**config.mk**
```make
export PLATFORM = sky130hd
export DESIGN_NAME = gpio_mux_port
export DESIGN_NICKNAME = d
export VERILOG_FILES = /design/src/rtl/gpio_mux_pkg.sv /design/src/rtl/gpio_sync.sv /design/src/rtl/gpio_pin_mux.sv /design/src/rtl/gpio_irq.sv /design/src/rtl/gpio_mux_port.sv
export SDC_FILE = /design/constraint.sdc
export NUM_CORES = 1
export LEC_CHECK = 0
export ABC_AREA = 1
export BUFFER_PORTS_ARGS = -buffer_cell sky130_fd_sc_hd__buf_4
export CAP_MARGIN = 10
export CELL_PAD_IN_SITES_DETAIL_PLACEMENT = 0
export CELL_PAD_IN_SITES_GLOBAL_PLACEMENT = 1
export CORE_ASPECT_RATIO = 0.8
export CORE_UTILIZATION = 42
export DETAILED_ROUTE_END_ITERATION = 8
export PLACE_DENSITY_LB_ADDON = 0.1
export SLEW_MARGIN = 40
export SYNTH_ARGS = -nofsm -noshare
export SYNTH_HDL_FRONTEND = slang
export SYNTH_SLANG_ARGS = --single-unit
```
**constraint.sdc**
```tcl
create_clock -name clk_i -period 3.6 [get_ports clk_i]
set_input_delay 1.08 -clock clk_i [delete_from_list [all_inputs] [get_ports clk_i]]
set_output_delay 1.08 -clock clk_i [all_outputs]
set_load 0.005 [all_outputs]
```
**src/rtl/gpio_mux_pkg.sv**
```systemverilog
package gpio_mux_pkg;
  localparam int ADDR_W = 4;

  typedef enum logic [1:0] {
    FN_GPIO = 2'b00,
    FN_ADC  = 2'b01,
    FN_TMR  = 2'b10,
    FN_SER  = 2'b11
  } pin_fn_e;

  localparam logic [ADDR_W-1:0] A_FN_LO  = 4'd0;
  localparam logic [ADDR_W-1:0] A_FN_HI  = 4'd1;
  localparam logic [ADDR_W-1:0] A_DIR    = 4'd2;
  localparam logic [ADDR_W-1:0] A_OUT    = 4'd3;
  localparam logic [ADDR_W-1:0] A_IN     = 4'd4;
  localparam logic [ADDR_W-1:0] A_PULL   = 4'd5;
  localparam logic [ADDR_W-1:0] A_IE     = 4'd6;
  localparam logic [ADDR_W-1:0] A_FLAG   = 4'd7;
  localparam logic [ADDR_W-1:0] A_EDGE   = 4'd8;
endpackage

```
**src/rtl/gpio_sync.sv**
```systemverilog
module gpio_sync #(
  parameter int W      = 8,
  parameter int STAGES = 2
) (
  input  logic         clk_i,
  input  logic         rst_ni,
  input  logic [W-1:0] d_i,
  output logic [W-1:0] q_o
);
  logic [STAGES-1:0][W-1:0] stage_q;

  always_ff @(posedge clk_i or negedge rst_ni) begin
    if (!rst_ni) begin
      stage_q <= '0;
    end else begin
      stage_q[0] <= d_i;
      for (int s = 1; s < STAGES; s++) stage_q[s] <= stage_q[s-1];
    end
  end

  assign q_o = stage_q[STAGES-1];
endmodule

```
**src/rtl/gpio_pin_mux.sv**
```systemverilog
module gpio_pin_mux
  import gpio_mux_pkg::*;
(
  input  pin_fn_e fn_i,
  input  logic    dir_i,
  input  logic    out_i,
  input  logic    pull_i,
  input  logic    level_i,
  input  logic    tmr_out_i,
  input  logic    tmr_oe_i,
  input  logic    ser_out_i,
  input  logic    ser_oe_i,
  output logic    pad_out_o,
  output logic    pad_oe_o,
  output logic    pull_en_o,
  output logic    pull_up_o,
  output logic    adc_sel_o,
  output logic    tmr_in_o,
  output logic    ser_in_o
);
  always_comb begin
    pad_out_o = 1'b0;
    pad_oe_o  = 1'b0;
    pull_en_o = 1'b0;
    pull_up_o = 1'b0;
    adc_sel_o = 1'b0;
    tmr_in_o  = 1'b0;
    ser_in_o  = 1'b0;
    unique case (fn_i)
      FN_GPIO: begin
        pad_oe_o  = dir_i;
        pad_out_o = dir_i & out_i;
        pull_en_o = ~dir_i & pull_i;
        pull_up_o = ~dir_i & pull_i & out_i;
      end
      FN_ADC: adc_sel_o = 1'b1;
      FN_TMR: begin
        pad_oe_o  = tmr_oe_i;
        pad_out_o = tmr_out_i;
        tmr_in_o  = level_i;
      end
      FN_SER: begin
        pad_oe_o  = ser_oe_i;
        pad_out_o = ser_out_i;
        ser_in_o  = level_i;
      end
      default: ;
    endcase
  end
endmodule

```
**src/rtl/gpio_irq.sv**
```systemverilog
module gpio_irq #(
  parameter int W = 8
) (
  input  logic         clk_i,
  input  logic         rst_ni,
  input  logic [W-1:0] level_i,
  input  logic [W-1:0] edge_sel_i,
  input  logic [W-1:0] ie_i,
  input  logic         clr_we_i,
  input  logic [W-1:0] clr_data_i,
  output logic [W-1:0] flag_o,
  output logic         irq_o
);
  logic [W-1:0] prev_q, flag_q, flag_d, hit;

  // level differs from last sample and matches the wanted polarity
  assign hit = (level_i ^ prev_q) & (level_i ^ edge_sel_i);

  always_comb begin
    flag_d = clr_we_i ? (flag_q & clr_data_i) : flag_q;
    flag_d = flag_d | hit;
  end

  always_ff @(posedge clk_i or negedge rst_ni) begin
    if (!rst_ni) begin
      prev_q <= '0;
      flag_q <= '0;
    end else begin
      prev_q <= level_i;
      flag_q <= flag_d;
    end
  end

  assign flag_o = flag_q;
  assign irq_o  = |(flag_q & ie_i);

  for (genvar i = 0; i < W; i++) begin : g_chk
    a_r9_flag_polarity: assert property (@(posedge clk_i) disable iff (!rst_ni)
      $rose(flag_q[i]) |-> $past(level_i[i] != edge_sel_i[i]) && $past(level_i[i] != prev_q[i]));
    a_r10_sticky: assert property (@(posedge clk_i) disable iff (!rst_ni)
      (flag_q[i] && !(clr_we_i && !clr_data_i[i])) |=> flag_q[i]);
    a_r10_set_wins: assert property (@(posedge clk_i) disable iff (!rst_ni)
      hit[i] |=> flag_q[i]);
  end
endmodule

```
**src/rtl/gpio_mux_port.sv**
```systemverilog
module gpio_mux_port
  import gpio_mux_pkg::*;
#(
  parameter int NUM_PINS    = 8,
  parameter int SYNC_STAGES = 2
) (
  input  logic                clk_i,
  input  logic                rst_ni,
  input  logic                wr_en_i,
  input  logic [ADDR_W-1:0]   addr_i,
  input  logic [NUM_PINS-1:0] wdata_i,
  output logic [NUM_PINS-1:0] rdata_o,
  input  logic [NUM_PINS-1:0] pad_in_i,
  output logic [NUM_PINS-1:0] pad_out_o,
  output logic [NUM_PINS-1:0] pad_oe_o,
  output logic [NUM_PINS-1:0] pull_en_o,
  output logic [NUM_PINS-1:0] pull_up_o,
  output logic [NUM_PINS-1:0] adc_sel_o,
  input  logic [NUM_PINS-1:0] tmr_out_i,
  input  logic [NUM_PINS-1:0] tmr_oe_i,
  output logic [NUM_PINS-1:0] tmr_in_o,
  input  logic [NUM_PINS-1:0] ser_out_i,
  input  logic [NUM_PINS-1:0] ser_oe_i,
  output logic [NUM_PINS-1:0] ser_in_o,
  output logic                irq_o
);
  logic [NUM_PINS-1:0] fn_lo_q, fn_hi_q, dir_q, out_q, pull_q, ie_q, edge_q;
  logic [NUM_PINS-1:0] level, flag;
  logic                flag_we;

  always_ff @(posedge clk_i or negedge rst_ni) begin
    if (!rst_ni) begin
      fn_lo_q <= '0;
      fn_hi_q <= '0;
      dir_q   <= '0;
      out_q   <= '0;
      pull_q  <= '0;
      ie_q    <= '0;
      edge_q  <= '0;
    end else if (wr_en_i) begin
      case (addr_i)
        A_FN_LO: fn_lo_q <= wdata_i;
        A_FN_HI: fn_hi_q <= wdata_i;
        A_DIR:   dir_q   <= wdata_i;
        A_OUT:   out_q   <= wdata_i;
        A_PULL:  pull_q  <= wdata_i;
        A_IE:    ie_q    <= wdata_i;
        A_EDGE:  edge_q  <= wdata_i;
        default: ;
      endcase
    end
  end

  always_comb begin
    case (addr_i)
      A_FN_LO: rdata_o = fn_lo_q;
      A_FN_HI: rdata_o = fn_hi_q;
      A_DIR:   rdata_o = dir_q;
      A_OUT:   rdata_o = out_q;
      A_IN:    rdata_o = level;
      A_PULL:  rdata_o = pull_q;
      A_IE:    rdata_o = ie_q;
      A_FLAG:  rdata_o = flag;
      A_EDGE:  rdata_o = edge_q;
      default: rdata_o = '0;
    endcase
  end

  assign flag_we = wr_en_i && (addr_i == A_FLAG);

  gpio_sync #(.W(NUM_PINS), .STAGES(SYNC_STAGES)) u_sync (
    .clk_i (clk_i),
    .rst_ni(rst_ni),
    .d_i   (pad_in_i),
    .q_o   (level)
  );

  gpio_irq #(.W(NUM_PINS)) u_irq (
    .clk_i     (clk_i),
    .rst_ni    (rst_ni),
    .level_i   (level),
    .edge_sel_i(edge_q),
    .ie_i      (ie_q),
    .clr_we_i  (flag_we),
    .clr_data_i(wdata_i),
    .flag_o    (flag),
    .irq_o     (irq_o)
  );

  for (genvar i = 0; i < NUM_PINS; i++) begin : g_pin
    pin_fn_e fn;
    assign fn = pin_fn_e'({fn_hi_q[i], fn_lo_q[i]});

    gpio_pin_mux u_mux (
      .fn_i     (fn),
      .dir_i    (dir_q[i]),
      .out_i    (out_q[i]),
      .pull_i   (pull_q[i]),
      .level_i  (level[i]),
      .tmr_out_i(tmr_out_i[i]),
      .tmr_oe_i (tmr_oe_i[i]),
      .ser_out_i(ser_out_i[i]),
      .ser_oe_i (ser_oe_i[i]),
      .pad_out_o(pad_out_o[i]),
      .pad_oe_o (pad_oe_o[i]),
      .pull_en_o(pull_en_o[i]),
      .pull_up_o(pull_up_o[i]),
      .adc_sel_o(adc_sel_o[i]),
      .tmr_in_o (tmr_in_o[i]),
      .ser_in_o (ser_in_o[i])
    );

    a_r5_analog_quiet: assert property (@(posedge clk_i) disable iff (!rst_ni)
      (fn == FN_ADC) |-> (!pad_oe_o[i] && !pad_out_o[i] && !pull_en_o[i]));
  end

  a_r8_no_pull_on_driver: assert property (@(posedge clk_i) disable iff (!rst_ni)
    (pull_en_o & pad_oe_o) == '0);
  a_r11_irq_needs_enable: assert property (@(posedge clk_i) disable iff (!rst_ni)
    irq_o |-> (ie_q != '0));
  a_r1_quiet_after_reset: assert property (@(posedge clk_i)
    $rose(rst_ni) |-> (pad_oe_o == '0) && !irq_o);
endmodule

```
## Word-level counts from Yosys, hierarchy flattened

Cells that the tools add are included.

- Input bits: 55
- Logic and storage cells: 157
- Register bits: 88
- Output and inout bits: 65

- Reduce and logical (&&, ||, !) cells: 18
- Equality and inequality tests: 32
- Bitwise logic cells: 38
- Mux-type cells: 58

Operators by type and width:

| kind | count |
|---|---|
| 8-bit one-hot mux with 9 select lines | 1 |
| 1-bit one-hot mux with 3 select lines | 16 |
| 1-bit 2-to-1 mux | 40 |
| 2-bit == test, second input constant | 16 |
| 1-bit AND | 24 |
| 8-bit AND | 3 |
| 2-bit by 1-bit == test with 1-bit output, second input constant | 8 |
| 4-bit by 3-bit == test with 1-bit output, second input constant | 4 |
| 2-bit zero test | 8 |
| 8-bit bitwise XOR | 2 |
| 2-bit AND reduction | 7 |
| 4-bit by 2-bit == test with 1-bit output, second input constant | 2 |
| 8-bit 2-to-1 mux | 1 |
| 1-bit inverter | 8 |
| 8-bit bitwise OR | 1 |
| 8-bit OR reduction | 1 |
| 4-bit by 1-bit == test with 1-bit output, second input constant | 1 |
| 4-bit == test, second input constant | 1 |
| 4-bit zero test | 1 |
| 1-bit logical AND | 1 |

## Longest topological paths before layout

- Depth in word-level cells: 4
- Depth in mapped cells: 7
- Gate-level depth less buffers: 6

## Modules after synthesis

Synthesis repeated with hierarchy kept, for this count alone.

- Cell total of the unflattened synthesis: 625
- Area, all modules: 4842.1 µm²

Modules (own cells, without submodules):

| module | instances | area an instance (µm²) | cells each | seq. area each (µm²) |
|---|---|---|---|---|
| gpio_mux_port | 1 | 2902.8 | 345 | 1401.3 |
| gpio_pin_mux | 8 | 97.6 | 23 | 0.0 |
| gpio_irq | 1 | 698.2 | 72 | 400.4 |
| gpio_sync | 1 | 460.4 | 24 | 400.4 |

## Worst setup path before layout

Ideal clock, no wire load.

- Kind: input-to-output
- From: input addr_i[1]
- To: output rdata_o[6]
- Path slack: 0.682 ns
- Stages: 6
- Path buffers: 1
- Arrival: 1.838 ns
- Required time: 2.520 ns
- Cells stage by stage: nor2_4 -> clkbuf_1 -> nand3_1 -> nand3_1 -> nor2_1 -> nand2_1

- Cells in the longest elaborated chain, start to end: 2
- Elaborated cells on any way between the ends: 10
- Those cells by class: 8 x eq/ne; 1 x mux; 1 x reduce/logical

Ends and longest elaborated chain:

| item | line | source |
|---|---|---|
| from (decl) | gpio_mux_port.sv:10 | `input logic [ADDR_W-1:0] addr_i,` |
| 4-bit == test (tied with other cells) | gpio_mux_port.sv:55 | `case (addr_i)` |
| 8-bit one-hot mux with 9 select lines * | gpio_mux_port.sv:55 |  |
| to (decl) | gpio_mux_port.sv:12 | `output logic [NUM_PINS-1:0] rdata_o,` |

Every way passes the cells marked *; elsewhere a longest branch is shown, timed or not.

## Worst setup path in the final report

- From: input addr_i[1]
- To: output rdata_o[2]

The elaborated chain is that of the path after synthesis.

==> flow_summary_export.csv <==
group,metric,value,unit
worst_setup_path,crit_path_max_fanout,8,
grt,grt_pass1_wl,21.1,mm
worst_setup_path,rr_endpoint,"u_irq.flag_o[1]$_DFF_PN0_",
timing,tns,0,ps
cells_and_area,layout_commonest_cell,"nand2_1",
timing,setup-violations-final,0,
clock_network,cts_tree,"built",
routing,ant_nets,0,
clock_network,cts-root-buf,"clkbuf_16",
routing,via_per_inst,5.09,
clock_network,cts_buffer_depth,2,
cells_and_area,area_growth,18.3,%
grt,grt_pass1_vias,3912,
cells_and_area,utilization,0.514,
timing,timing_hold_violations_final,0,
timing,min_period_over_period,0.882,
worst_setup_path,path_class,"primary input to output port",
routing,wl_per_cell,15.3,microns
clock_network,holdBufCountCts,0,
grt,antenna_found_initial,0,
power,p_sw,0.915,mW
power,internal-power,2.09,mW
routing,first_pass_iters,5,
routing,routed_wl,13.2,mm
cells_and_area,nets,769,
worst_setup_path,worstPathRequired,2520,ps
worst_setup_path,cp-end-kind,"output port",
clock_network,post_cts_resized,0,
die,fp.dieH,99.8,microns
clock_network,post-cts-setup-buffer-count,0,
logic_synthesis,synth_nets,711,
routing,drc_errors,0,
clock_network,clkLatencyLatePin,340,ps
worst_hold_path,hold_class,"flop to flop",
logic_synthesis,synthesis.area,5020,sq um
run_status,status,"complete, no violations",
place,place_ws,420,ps
timing,slew_headroom,0.570,
power,p_sw_frac,0.305,
worst_hold_path,hold_path_depth,0,
die,start_util,0.434,
logic_synthesis,synth_edf_count,0,
logic_synthesis,seq_area_frac_synth,0.439,
timing,finalCriticalPeriod,3180,ps
grt,grt-ovfl-total,0,
cells_and_area,diodes,0,
logic_synthesis,synth_cell_types,24,
die,rows,35,
die,die_x,124,microns
power,p_seq_frac,0.443,
die,io_pins,120,
job,cap_violations,0,
logic_synthesis,ys_ff_latch,88,
logic_synthesis,yosysWarnings,0,
worst_setup_path,cp.arrival,2100,ps
cells_and_area,drive_gt1_frac,0.237,
timing,drv_slew,0,
grt,grt_max_degree,49,
timing,fmax,315,MHz
die,die-area,12400,sq um
clock_network,cts_buffers,9,
power,vdd_ir_drop_max,0.293,mV
worst_hold_path,hp-start,"u_sync.stage_q[5]$_DFF_PN0_",
power,power_density,506,nW/um^2
place,place_hpwl,8.88,mm
routing,drt_iter0_drc,319,
power,power_frac_clock,0.323,
cells_and_area,layout_common_cells,"nand2_1 (135), buf_4 (127), nand3_1 (113)",
grt,grtUsageTotal,0.219,
logic_synthesis,synth_cells,656,
routing,vias,4409,
die,coreArea,11600,sq um
timing,worst_slew_pin_slew,644,ps
worst_setup_path,r2r_start,"u_sync.q_o[1]$_DFF_PN0_",
worst_hold_path,holdPathEnd,"u_sync.q_o[5]$_DFF_PN0_",
timing,rsz0062_at_grt,"false",
clock_network,cts.reportedPaths.clkPinSlew,60,ps
clock_network,numClockSinks,88,
worst_setup_path,rr_worst_depth,4,
power,pwr-share-comb,0.234,
timing,finClkSkew,5.30,ps
place,gp_congestion,0.763,
timing,timing.final.ws_setup,424,ps
logic_synthesis,synthArstFlopShare,1.00,
logic_synthesis,ys.flop_type,"dfrtp_1",
worst_setup_path,start_kind,"primary input",
worst_setup_path,r2r_setup_slack,2690,ps
power,p_leak,2.97,nW
place,place.port_buffers,119,
logic_synthesis,avgSynthCellArea,7.65,sq um
clock_network,h-tree-depth,3,
## worst max-delay path, stage by stage
cell and delay, ps:
buf_4 140, nor2_4 160, nand2_2 80, nor2_4 300, nand2_1 80, nand3_1 120, buf_4 120
## cell type report
cell class | instances | area [sq um]
Clock buffer | 12 | 236
Clock inverter | 3 | 67.6
Fill cell | 1119 | 5620
Inverter | 59 | 221
Multi-Input combinational cell | 428 | 2050
Sequential cell | 88 | 2200
Tap cell | 148 | 185
Timing Repair Buffer | 128 | 973
## stage by stage
step / hold WS, ps / cells / total power [mW] / instance area [sq um]
floorplan: 331 / 656 / 1.82 / 5020
global placement: 332 / 851 / 2.03 / 5640
detailed placement: 336 / 851 / 2.05 / 5640
CTS: 351 / 866 / 3.03 / 5940
global route: 351 / 866 / 3.19 / 5940
finish: 344 / 866 / 3.00 / 5940
## layer usage
metal,global-route usage,up-vias,part of all wire
li1,-,2229,-
met2,0.351,139,0.46
met5,0,-,0
met3,0.0485,11,0.060
met4,0.0538,0,0.011
met1,0.303,2030,0.47
## cells by family after synthesis
| group | Yosys count | share of synthesized area |
|---|---|---|
| AO/OA/AOI/OAI | 81 | 0.0912 |
| buffers and inverters | 140 | 0.152 |
| flip-flops | 88 | 0.439 |
| AND/OR/NAND/NOR | 347 | 0.318 |
## power groups by stage
stage / registers, mW / logic [mW] / clock network, mW
5_1_grt: 1.36 / 0.800 / 1.03
3_5_place_dp: 1.34 / 0.707 / 0
4_1_cts: 1.33 / 0.712 / 0.992
6_report: 1.33 / 0.704 / 0.971
2_1_floorplan: 1.25 / 0.566 / 0
3_3_place_gp: 1.34 / 0.693 / 0
## worst max path at each step
stage                         start    endpoint  slack (ps)  depth (start not counted)
after floorplan           addr_i[1]  rdata_o[6]         680                          6
after global placement    addr_i[1]  rdata_o[1]         400                          7
after detailed placement  addr_i[1]  rdata_o[2]         420                          7
after CTS                 addr_i[1]  rdata_o[2]         410                          7
after global routing      addr_i[0]  rdata_o[2]         320                          8
final                     addr_i[1]  rdata_o[2]         420                          7
## cells in the mapped netlist (9+ instances only)
cell	count	area, sq um
o21ai_1	56	280
dfrtp_1	88	2200
nand2_1	135	507
inv_1	54	203
o211ai_1	9	67.6
nor2_1	56	210
buf_2	14	70.1
nand3_1	113	566
clkbuf_1	9	33.8
buf_4	57	428
nor3_1	15	75.1
No activity file was read; power rests on OpenSTA's default activity.
